## src/rtl/i2c_scl_timer_pkg.sv

```systemverilog
package i2c_scl_timer_pkg;
  // Phase of the serial clock sequencer
  typedef enum logic [1:0] {
    PH_IDLE = 2'd0,  // released, no clocking
    PH_LOW  = 2'd1,  // driving SCL low, timing low count
    PH_WAIT = 2'd2,  // released, waiting for the line to read high
    PH_HIGH = 2'd3   // line seen high, timing high count
  } scl_phase_e;
endpackage

```

## src/rtl/i2c_scl_count_fmt.sv

```systemverilog
// Forms the effective nine-bit phase count; zero is promoted to one.
module i2c_scl_count_fmt #(
  parameter int BASE_W = 8,
  parameter int CNT_W  = BASE_W + 1
) (
  input  logic [BASE_W-1:0] base,
  input  logic              msb,
  input  logic              msb_en,
  output logic [CNT_W-1:0]  eff
);
  logic [CNT_W-1:0] raw;

  always_comb begin
    raw = {msb & msb_en, base};
    eff = (raw == '0) ? CNT_W'(1) : raw;
  end
endmodule

```

## src/rtl/i2c_scl_prescale.sv

```systemverilog
// Count-tick generator: every cycle, or once per 2**PRE_W cycles when slow_sel.
// Restart aligns the tick grid to the start of a phase.
module i2c_scl_prescale #(
  parameter int PRE_W = 1
) (
  input  logic clk,
  input  logic rst_n,
  input  logic restart,
  input  logic slow_sel,
  output logic tick
);
  localparam logic [PRE_W-1:0] PRE_LAST = '1;

  logic [PRE_W-1:0] pre_q;
  logic [PRE_W-1:0] pre_d;

  always_comb begin
    if (restart || !slow_sel) pre_d = '0;
    else                      pre_d = pre_q + PRE_W'(1);
    tick = !slow_sel || (pre_q == PRE_LAST);
  end

  always_ff @(posedge clk or negedge rst_n) begin
    if (!rst_n) pre_q <= '0;
    else        pre_q <= pre_d;
  end
endmodule

```

## src/rtl/i2c_scl_phase_cnt.sv

```systemverilog
// Counts ticks within a phase; done marks the tick that completes `limit` ticks.
module i2c_scl_phase_cnt #(
  parameter int CNT_W = 9
) (
  input  logic             clk,
  input  logic             rst_n,
  input  logic             restart,
  input  logic             tick,
  input  logic [CNT_W-1:0] limit,
  output logic             done
);
  logic [CNT_W-1:0] cnt_q;
  logic [CNT_W-1:0] cnt_d;
  logic             cnt_en;

  always_comb begin
    cnt_en = restart || tick;
    cnt_d  = restart ? '0 : cnt_q + CNT_W'(1);
    done   = tick && (cnt_q >= limit - CNT_W'(1));
  end

  always_ff @(posedge clk or negedge rst_n) begin
    if (!rst_n)      cnt_q <= '0;
    else if (cnt_en) cnt_q <= cnt_d;
  end
endmodule

```

## src/rtl/i2c_scl_timer.sv

```systemverilog
module i2c_scl_timer
  import i2c_scl_timer_pkg::*;
#(
  parameter int BASE_W = 8,
  parameter int PRE_W  = 1
) (
  input  logic              clk,
  input  logic              rst_n,
  input  logic [BASE_W-1:0] lo_base,
  input  logic [BASE_W-1:0] hi_base,
  input  logic              lo_msb,
  input  logic              hi_msb,
  input  logic              msb_en,
  input  logic              div2_sel,
  input  logic              run_req,
  input  logic              scl_in,
  output logic              scl_drive_low,
  output logic              scl_fall_stb,
  output logic              scl_rise_stb,
  output logic              stretch_act
);
  localparam int CNT_W = BASE_W + 1;

  scl_phase_e       phase_q;
  scl_phase_e       phase_d;
  logic [CNT_W-1:0] lo_eff;
  logic [CNT_W-1:0] hi_eff;
  logic [CNT_W-1:0] ph_limit;
  logic             restart;
  logic             tick;
  logic             ph_done;
  logic             fall_d;
  logic             rise_d;
  logic             fall_q;
  logic             rise_q;

  i2c_scl_count_fmt #(.BASE_W(BASE_W), .CNT_W(CNT_W)) u_lo_fmt (
    .base(lo_base), .msb(lo_msb), .msb_en(msb_en), .eff(lo_eff)
  );

  i2c_scl_count_fmt #(.BASE_W(BASE_W), .CNT_W(CNT_W)) u_hi_fmt (
    .base(hi_base), .msb(hi_msb), .msb_en(msb_en), .eff(hi_eff)
  );

  i2c_scl_prescale #(.PRE_W(PRE_W)) u_pre (
    .clk(clk), .rst_n(rst_n), .restart(restart),
    .slow_sel(div2_sel), .tick(tick)
  );

  i2c_scl_phase_cnt #(.CNT_W(CNT_W)) u_cnt (
    .clk(clk), .rst_n(rst_n), .restart(restart), .tick(tick),
    .limit(ph_limit), .done(ph_done)
  );

  // Next phase
  always_comb begin
    phase_d = phase_q;
    unique case (phase_q)
      PH_IDLE: if (run_req) phase_d = PH_LOW;
      PH_LOW:  if (ph_done) phase_d = run_req ? PH_WAIT : PH_IDLE;
      PH_WAIT: if (scl_in)  phase_d = PH_HIGH;
      PH_HIGH: if (ph_done) phase_d = run_req ? PH_LOW : PH_IDLE;
      default: phase_d = PH_IDLE;
    endcase
  end

  always_comb begin
    ph_limit = (phase_q == PH_HIGH) ? hi_eff : lo_eff;
    restart  = (phase_d != phase_q);
    fall_d   = (phase_d == PH_LOW)  && (phase_q != PH_LOW);
    rise_d   = (phase_d == PH_HIGH) && (phase_q != PH_HIGH);
  end

  always_ff @(posedge clk or negedge rst_n) begin
    if (!rst_n) begin
      phase_q <= PH_IDLE;
      fall_q  <= 1'b0;
      rise_q  <= 1'b0;
    end else begin
      phase_q <= phase_d;
      fall_q  <= fall_d;
      rise_q  <= rise_d;
    end
  end

  assign scl_drive_low = (phase_q == PH_LOW);
  assign stretch_act   = (phase_q == PH_WAIT);
  assign scl_fall_stb  = fall_q;
  assign scl_rise_stb  = rise_q;
endmodule

```

## config.mk

```make
export PLATFORM = sky130hd
export DESIGN_NAME = i2c_scl_timer
export DESIGN_NICKNAME = d
export VERILOG_FILES = /design/src/rtl/i2c_scl_timer_pkg.sv /design/src/rtl/i2c_scl_count_fmt.sv /design/src/rtl/i2c_scl_prescale.sv /design/src/rtl/i2c_scl_phase_cnt.sv /design/src/rtl/i2c_scl_timer.sv
export SDC_FILE = /design/constraint.sdc
export NUM_CORES = 1
export LEC_CHECK = 0
export ABC_AREA = 1
export CORE_MARGIN = 2
export CORE_UTILIZATION = 64
export CTS_CLUSTER_DIAMETER = 50
export DETAILED_ROUTE_END_ITERATION = 16
export DONT_BUFFER_PORTS = 1
export PLACE_DENSITY = 0.8
export SYNTH_ARGS = -nofsm -noshare
export SYNTH_HDL_FRONTEND = slang
export SYNTH_HIERARCHICAL = 1
export SYNTH_SLANG_ARGS = --single-unit
```

## constraint.sdc

```tcl
create_clock -name clk -period 9.3 [get_ports clk]
set_input_delay 0.93 -clock clk [delete_from_list [all_inputs] [get_ports clk]]
set_output_delay 0.93 -clock clk [all_outputs]
set_load 0.005 [all_outputs]
```

=== Word level (Yosys, flattened, before mapping) ===
Cells that the tools add are included.

* $add $sub $neg: 3
* $mul: 0
* Div/mod/pow operators: 0
* $lt $le $gt $ge: 1
* Eq/ne operators: 8
* Shift operators: 0
* Multiplexer cells: 12
* Bitwise gates (word level): 2
* Reduce and logical (&&, ||, !) cells: 10

{| class="wikitable"
|+ Operators by type and width
! cell !! number
|-
| 2-to-1 mux 9 bit || 4
|-
| zero test 9 bit || 2
|-
| 2-to-1 mux 2 bit || 5
|-
| adder 9 x 1 -> 9 bit (second input constant) || 1
|-
| >= comparator 9 bit || 1
|-
| subtractor 9 x 1 -> 9 bit (second input constant) || 1
|-
| case mux 2 bit (4 select lines) || 1
|-
| equality test 2 bit (second input constant) || 3
|-
| equality test 2 x 1 -> 1 bit (second input constant) || 2
|-
| logical AND 1 bit || 3
|-
| logical OR 1 bit || 3
|-
| bitwise AND 1 bit || 2
|-
| zero test 2 bit || 1
|-
| 2-to-1 mux 1 bit || 2
|-
| inequality test 2 x 1 -> 1 bit (second input constant) || 1
|-
| inequality test 2 bit || 1
|-
| inequality test 2 bit (second input constant) || 1
|-
| adder 1 bit (second input constant) || 1
|-
| zero test 1 bit || 1
|}

* Flip-flop bits (word level): 14
* Bits in latches: 0
* Memory bits (writable): 0
* ROM bits: 0
* Bits of input ports: 24
* Output and inout bits: 4
* Memories: 0

=== Longest topological paths before layout ===
Gate-level depths: netlist (run 1).

* Depth in word-level cells: 12
* Gate-level depth with buffers: 28

=== Cells and area by module ===
The synthesis (run 1) kept the hierarchy.

{| class="wikitable"
|+ By module, submodules not included
! module !! instances !! cells each !! area each (µm²) !! seq. area each (µm²)
|-
| i2c_scl_phase_cnt || 1 || 119 || 840.8 || 225.2
|-
| i2c_scl_timer || 1 || 63 || 394.1 || 100.1
|-
| i2c_scl_count_fmt || 2 || 16 || 68.8 || 0.0
|-
| i2c_scl_prescale || 1 || 4 || 41.3 || 25.0
|}

=== Worst setup path before layout (run 1) ===
Ideal clock, no wire load.

* Kind: in2reg
* Start point: input hi_base[4]
* End point: register u_cnt.cnt_q[7]
* Library setup time: 121 ps
* Arrival time: 3681 ps
* Required time: 9179 ps
* Setup slack: 5498 ps
* Stages on the path: 26
* Buffers on the path: 0
* Cell sequence: nor2_1 nand3_1 o21bai_2 nand3_1 nand2_1 inv_1 ha_1 nand4_1 nor2_1 xnor2_1 ha_1 nand2_1 nor2_1 inv_1 a21oi_1 nor2_1 nor2_1 inv_2 a21oi_1 nand3_1 nand2_1 nor2_2 nor2_2 nand3_1 o21ai_1 a21oi_1

* Word-level cells in the longest chain between the ends: 10
* Elaborated cells on any way between the ends: 12
* Those cells by class: add/sub (1); order compare (1); eq/ne (1); mux (6); reduce/logical (3)

{| class="wikitable"
|+ Ends and longest elaborated chain
! what !! line !! RTL
|-
| from (decl) || i2c_scl_timer.sv:10 || <nowiki>input logic [BASE_W-1:0] hi_base,</nowiki>
|-
| zero test 9 bit * || i2c_scl_count_fmt.sv:15 || <nowiki>eff = (raw == '0) ? CNT_W'(1) : raw;</nowiki>
|-
| 2-to-1 mux 9 bit * || i2c_scl_count_fmt.sv:15 ||
|-
| via hi_eff[0] || i2c_scl_timer.sv:27 || <nowiki>logic [CNT_W-1:0] hi_eff;</nowiki>
|-
| 2-to-1 mux 9 bit * || i2c_scl_timer.sv:68 || <nowiki>ph_limit = (phase_q == PH_HIGH) ? hi_eff : lo_eff;</nowiki>
|-
| via ph_limit[0] || i2c_scl_timer.sv:28 || <nowiki>logic [CNT_W-1:0] ph_limit;</nowiki>
|-
| subtractor 9 x 1 -> 9 bit * || i2c_scl_phase_cnt.sv:19 || <nowiki>done = tick && (cnt_q >= limit - CNT_W'(1));</nowiki>
|-
| >= comparator 9 bit * || i2c_scl_phase_cnt.sv:19 ||
|-
| logical AND 1 bit * || i2c_scl_phase_cnt.sv:19 ||
|-
| via ph_done || i2c_scl_timer.sv:31 || <nowiki>logic ph_done;</nowiki>
|-
| 2-to-1 mux 2 bit, on equally long branches || i2c_scl_timer.sv:62, i2c_scl_timer.sv:60 ||
|-
| case mux 2 bit (4 select lines) * || i2c_scl_timer.sv:58 || <nowiki>unique case (phase_q)</nowiki>
|-
| inequality test 2 bit * || i2c_scl_timer.sv:69 || <nowiki>restart = (phase_d != phase_q);</nowiki>
|-
| via restart || i2c_scl_timer.sv:29 || <nowiki>logic restart;</nowiki>
|-
| 2-to-1 mux 9 bit / logical OR 1 bit (equally long branches) || i2c_scl_phase_cnt.sv:18, i2c_scl_phase_cnt.sv:17 ||
|-
| to (signal assigned) || i2c_scl_phase_cnt.sv:24 || <nowiki>else if (cnt_en) cnt_q <= cnt_d;</nowiki>
|-
| to (decl) || i2c_scl_phase_cnt.sv:12 || <nowiki>logic [CNT_W-1:0] cnt_q;</nowiki>
|}

Mark *: on every way through the listed nets, which the timed path passes. The rest lies on a longest branch.
A chain may end at the register's enable or synchronous reset.

=== Final worst setup path (run 1) ===
Ends and elaborated chain as after synthesis.

==> run_results.csv, run 1 <==
group,metric,value,unit
outcome,status,"completed",
die,die_y,51,um
setup_path,endpoint_kind,"flip-flop",
logic_synthesis,synth_cell_types,27,
setup_path,critPathMaxFanout,5,
cells_and_area,area_growth,-1.33,%
global_routing,grt.overflow.total,0,
logic_synthesis,synthCells,218,
sta,hold_viol,0,
setup_path,reg2reg_to,"u_cnt/cnt_q[7]",
clock_tree,cts_sinks,14,
detailed_routing,antenna_left,0,
clock_tree,htree_levels,1,
power,finalPower,0.367,mW
global_routing,grt_use_total,0.224,
clock_tree,cts_setup_buffers,0,
sta,setup_viol,0,
sta,worst_pin_slew,0.537,ns
power,power_frac_clock,0.119,
logic_synthesis,synth-seq-area-share,0.248,
clock_tree,hold_buffers,0,
global_routing,grt_pass1_wl,4530,um
sta,setup_tns,0,ns
setup_path,critPathSlowestCell,"ha_1",
detailed_routing,drt_first_iter_violations,25,
detailed_routing,wl_per_cell,11.1,um
setup_path,worst-path-buf-inv,3,
detailed_routing,via_per_inst,5.30,
power,p_switching,0.185,mW
power,sw_frac_of_total,0.505,
detailed_routing,firstDrtPassIters,4,
place,place_area,1360,sq um
min_path,hp-class,"input port to asynchronous set/reset pin",
cells_and_area,drive_gt1_frac,0.113,
cells_and_area,diodes,0,
die,die_area,2600,sq um
power,power_frac_seq,0.300,
detailed_routing,num_vias,1230,
global_routing,met3_usage,0.0351,
logic_synthesis,avgSynthCellArea,6.49,sq um
logic_synthesis,ys_seq_elements,14,
logic_synthesis,synth_top_family_by_area,"simple AND/OR/NAND/NOR gates",
sta,hold_slack,0.337,ns
place,gp_congestion,0.900,
power,ir_drop,0.188,mV
cells_and_area,stdcell_area,1400,sq um
logic_synthesis,synth_adder_area_share,0.0973,
logic_synthesis,synth_compound_area_frac,0.0770,
cells_and_area,fill_cells,205,
die,rows,17,
die,ios,28,
setup_path,crit_family,"simple AND/OR/NAND/NOR gates",
sta,slew_headroom,0.642,
clock_tree,postCtsResizedCells,0,
global_routing,use_met1,0.264,
sta,fmax,253,MHz
logic_synthesis,synth-simple-area-share,0.373,
setup_path,reg2reg_depth,24,
setup_path,worstPathArrival,4.12,ns
sta,finClkSkew,0.000554,ns
sta,period_share,0.425,
cells_and_area,fin_nets,240,
logic_synthesis,yosys-mux-area-fraction,0,
global_routing,gr-usage-met2,0.420,
clock_tree,cts_max_path_buffers,2,
setup_path,critPathMaxStageDelay,0.29,ns
global_routing,antenna_found_initial,0,
sta,slew_violations,0,
logic_synthesis,yosysWarnings,6,
clock_tree,cts.clk_slew.worst_paths,0.09,ns
global_routing,grt_pass1_vias,1178,
power,p_int,0.182,mW
clock_tree,cts_buffers,3,
clock_tree,cts_tree,"yes",
global_routing,grt_start_max_net_pins,18,
setup_path,worstSetupPathType,"input port to flip-flop",
power,p_comb_frac,0.581,
die,die_width,51,um
place,dp_hpwl,2170,um
power,p_leak,0.762,nW
sta,fin_crit,3.96,ns
clock_tree,insertion_delay,0.27,ns
detailed_routing,drc,0,
setup_path,cp-start-kind,"input port",
logic_synthesis,netlist_area,1410,sq um
power,powerDensity,263,nW/um^2
setup_path,crit_top_cell,"nor2_1",
global_routing,grt_busiest_layer,"met2",
sta,rsz0062_at_grt,"no",
clock_tree,cts_root_buffer,"clkbuf_4",
setup_path,cp_data_required_time,9.47,ns
place,dpl_worst_slack,5.07,ns
detailed_routing,drt-total-wl,2570,um
flow_run,cap_violations,0,
logic_synthesis,yosys.area_share.xor_xnor,0.0496,
setup_path,r2r_start,"phase_q[0]",
die,start_util,0.658,
die,core-area,2150,sq um
place,io_buffers,0,
setup_path,reg2reg_slack,5.43,ns
logic_synthesis,synth_nets,253,
sta,worst_slack,5.34,ns
==> cell type report <==
| cell class | instances | area [sq um] | share of cell area |
|---|---|---|---|
| sequential | 14 | 350 | 0.251 |
| tap | 28 | 35.0 | 0.0251 |
| clock buffer | 4 | 36.3 | 0.0260 |
| multi-input combinational | 152 | 845 | 0.605 |
| inverter | 34 | 129 | 0.0924 |
==> stage by stage <==
step | util | instances
6_report | 0.649 | 232
5_1_grt | 0.649 | 232
4_1_cts | 0.649 | 232
3_5_place_dp | 0.632 | 228
3_3_place_gp | 0.632 | 228
2_1_floorplan | - | 218
==> sequential cells by signal, indices dropped and copies added, names as in the netlist <==
signal	count
scl_rise_stb	1
scl_fall_stb	1
u_cnt/cnt_q	9
u_pre/pre_q	1
phase_q	2
==> logic make-up (layout without fill, tap and decap cells) <==
| family | Yosys count | count (layout) |
|---|---|---|
| flip-flops | 14 | 14 |
| AND/OR/NAND/NOR | 116 | 116 |
| XOR/XNOR | 8 | 8 |
| buffers and inverters | 52 | 38 |
| AO/OA/AOI/OAI | 17 | 17 |
| adder cells (fa/ha/maj) | 11 | 11 |
==> worst register-to-register path: cells and delay by family, from the launching register on <==
kind / cells / cell delay (ns)
XOR/XNOR: 1 / 0.17
adder cells (fa/ha/maj): 1 / 0.27
buffers and inverters: 4 / 0.28
flip-flops: 1 / 0.69
AND/OR/NAND/NOR: 14 / 1.88
AO/OA/AOI/OAI: 4 / 0.47
==> worst max path at each step <==
stage	start	end	slack [ns]	depth (start not counted)
floorplan	hi_base[4]	u_cnt/cnt_q[7]	5.50	26
global placement	hi_base[4]	u_cnt/cnt_q[7]	5.21	26
detailed placement	hi_base[4]	u_cnt/cnt_q[7]	5.07	26
CTS	hi_base[4]	u_cnt/cnt_q[7]	5.34	26
global route	phase_q[0]	u_cnt/cnt_q[7]	4.87	24
finish	hi_base[4]	u_cnt/cnt_q[7]	5.34	26
==> power by group through the flow <==
| stage | Clock (mW) | Sequential [mW] | Combinational [mW] |
|---|---|---|---|
| after floorplan | 0 | 0.0908 | 0.207 |
| after global placement | 0 | 0.110 | 0.203 |
| after detailed placement | 0 | 0.111 | 0.213 |
| after CTS | 0.0443 | 0.110 | 0.215 |
| after global routing | 0.0467 | 0.114 | 0.255 |
| final | 0.0436 | 0.110 | 0.213 |
==> layer usage <==
metal  up-vias  part of all wire
met5         -                 0
met4         0             0.014
met1       550              0.45
li1        645                 -
met3         6             0.037
met2        29              0.50
==> Yosys cell counts (all sizes together) <==
cell type	number	area share
nand3	27	0.10
and3	1	0.0044
o211ai	1	0.0053
o21ai	4	0.014
nand4	3	0.013
nor3	2	0.0071
xnor2	3	0.019
o31ai	1	0.0053
xor2	5	0.031
nor2	28	0.083
clkbuf	14	0.037
clkinv	1	0.0035
o21bai	3	0.024
ha	11	0.097
a21oi	8	0.028
buf	4	0.027
dfrtp	14	0.25
inv	33	0.088
nor3b	1	0.0053
nand2	54	0.16
==> placed cells by master, fill, tap and decap left out, types with 5 or more instances in the layout <==
cell	synthesis	layout
nor2_2	5	5
xor2_1	5	5
inv_1	31	31
nand3_1	25	25
dfrtp_1	14	14
nand2_1	48	48
nand2_2	5	5
a21oi_1	8	8
nor2_1	23	23
ha_1	11	11
No activity file was read; power rests on OpenSTA's default activity.
==> run 2: changes to the inputs <==
- CORE_UTILIZATION: 64 -> 63
- PLACE_DENSITY: 0.8 -> 0.79
- clock period: 9.3 -> 4.1 ns (I/O delays scaled with it)
==> run_results.csv, run 2 (synthesized netlist as in run 1, its figures left out) <==
group,metric,value,unit
cells_and_area,largest_register,"u_cnt/cnt_q",
setup_path,worstSetupPathType,"flip-flop to flip-flop",
place,gp_congestion,0.785,
global_routing,antenna_found_initial,0,
cells_and_area,stdcell_area,1470,sq um
global_routing,grt_pass1_wl,4770,um
clock_tree,cts.clk_slew.worst_paths,0.09,ns
detailed_routing,drt_first_iter_violations,37,
power,finalPower,0.923,mW
global_routing,grt.overflow.total,0,
setup_path,worstPathArrival,3.89,ns
clock_tree,cts_tree,"yes",
detailed_routing,drt-total-wl,3040,um
die,core-area,2170,sq um
detailed_routing,via_per_inst,5.35,
detailed_routing,drc,0,
setup_path,endpoint,"u_cnt/cnt_q[7]",
setup_path,reg2reg_slack,0.38,ns
power,ir_drop,0.444,mV
power,powerDensity,628,nW/um^2
cells_and_area,largest_reg_flops,9,
cells_and_area,fin_nets,249,
setup_path,cp_data_required_time,4.27,ns
sta,fmax,269,MHz
global_routing,grt_start_max_net_pins,18,
power,p_leak,0.801,nW
setup_path,cp-start-kind,"flip-flop",
place,io_buffers,0,
sta,slew_headroom,0.571,
setup_path,endpoint_kind,"flip-flop",
clock_tree,cts_buffers,3,
die,ios,28,
sta,setup_tns,0,ns
sta,slew_violations,0,
flow_run,cap_violations,0,
die,die_y,51.4,um
detailed_routing,num_vias,1290,
detailed_routing,antenna_left,0,
sta,setup_viol,0,
die,rows,17,
outcome,status,"completed",
cells_and_area,final_common_cell,"nand2_1",
cells_and_area,seqCellArea,353,sq um
detailed_routing,firstDrtPassIters,4,
cells_and_area,diodes,0,
cells_and_area,fill_cells,203,
place,place_area,1360,sq um
die,die_area,2640,sq um
clock_tree,cts_root_buffer,"clkbuf_4",
sta,hold_slack,0.266,ns
sta,worst_slack,0.379,ns
place,dp_hpwl,2320,um
setup_path,critPathMaxFanout,10,
global_routing,grt_use_total,0.235,
detailed_routing,wl_per_cell,12.6,um
sta,rsz0062_at_grt,"no",
clock_tree,htree_levels,1,
clock_tree,cts_max_path_buffers,2,
setup_path,reg2reg_depth,24,
place,dpl_worst_slack,0.113,ns
die,start_util,0.652,
cells_and_area,multi_input_area,850,sq um
clock_tree,cts_sinks,14,
global_routing,grt_pass1_vias,1187,
die,die_width,51.4,um
sta,fin_crit,3.72,ns
cells_and_area,drive_gt1_frac,0.164,
setup_path,reg2reg_to,"u_cnt/cnt_q[7]",
sta,finClkSkew,0.00929,ns
setup_path,r2r_start,"phase_q[0]",
sta,period_share,0.908,
min_path,hp-class,"input port to flip-flop",
cells_and_area,final_cell_mix,"nand2_1, inv_1, nand3_1, nor2_1, dfrtp_1",
setup_path,critPathLaunch,"phase_q[0]",
cells_and_area,top_regs,"u_cnt/cnt_q: 9 flops, phase_q: 2 flops",
cells_and_area,area_growth,3.98,%
sta,worst_pin_slew,0.641,ns
sta,hold_viol,0,
clock_tree,insertion_delay,0.28,ns
[run 2: cell types whose count changed in the layout (fill, tap and decap cells not counted), sizes merged]
cell         before  now
dlygate4sd3       0    1
buf               0    7
clkbuf            4    5
[run 2: per-layer routing]
layer,share of wire,GRT usage
met1,0.43,0.261
met2,0.52,0.442
met3,0.043,0.0468
met4,0.0053,0.0702
met5,0,0
[run 2: cell type report]
cell class,count,share of cell area
Sequential cell,14,0.240
Tap cell,28,0.0238
Inverter,34,0.0877
Timing Repair Buffer,9,0.0460
Multi-Input combinational cell,152,0.578
Clock buffer,4,0.0247
[run 2: how the worst min path moves through the flow]
| stage | cells past startpoint | end | startpoint | slack [ns] |
|---|---|---|---|---|
| 4_1_cts | 2 | scl_rise_stb | scl_in | 0.26 |
| 2_1_floorplan | 0 | phase_q[0] | rst_n | 0.11 |
| 3_3_place_gp | 0 | u_cnt/cnt_q[8] | rst_n | 0.11 |
| 6_report | 2 | scl_rise_stb | scl_in | 0.27 |
| 3_5_place_dp | 0 | u_cnt/cnt_q[8] | rst_n | 0.11 |
| 5_1_grt | 2 | scl_rise_stb | scl_in | 0.27 |
[run 2: timing repair]
action,CTS,global route
hold buffers,1,0
gates resized for setup,0,4
setup endpoints to repair,0,8
hold endpoints to repair,14,0
buffers inserted,0,8
[run 2: worst max-delay path, cell delays in order, from the launching register on]
cell	delay (ns)
dfrtp_2	0.50
buf_4	0.16
nand3_1	0.06
nand2_1	0.09
inv_1	0.09
nand3_1	0.14
nor3_1	0.24
xor2_1	0.20
inv_1	0.06
ha_1	0.27
nand2_1	0.08
nor2_2	0.15
inv_1	0.07
a21oi_1	0.12
nor2_1	0.08
nor2_2	0.19
inv_2	0.06
a21oi_1	0.15
nand3_1	0.09
nand2_1	0.18
nor2_2	0.09
nor2_2	0.21
nand3_1	0.15
o21ai_1	0.14
a21oi_1	0.05
[run 2: report_power, final]
part	internal, mW	switching (mW)	total, mW
logic	0.225	0.362	0.587
clock network	0.0540	0.0454	0.0995
registers	0.180	0.0557	0.236
total	0.460	0.463	0.923
[run 2: metrics by stage]
step	utilization	instances
after global placement	0.626	228
after floorplan	-	218
final	0.678	241
after detailed placement	0.626	228
after CTS	0.648	233
after global routing	0.678	241
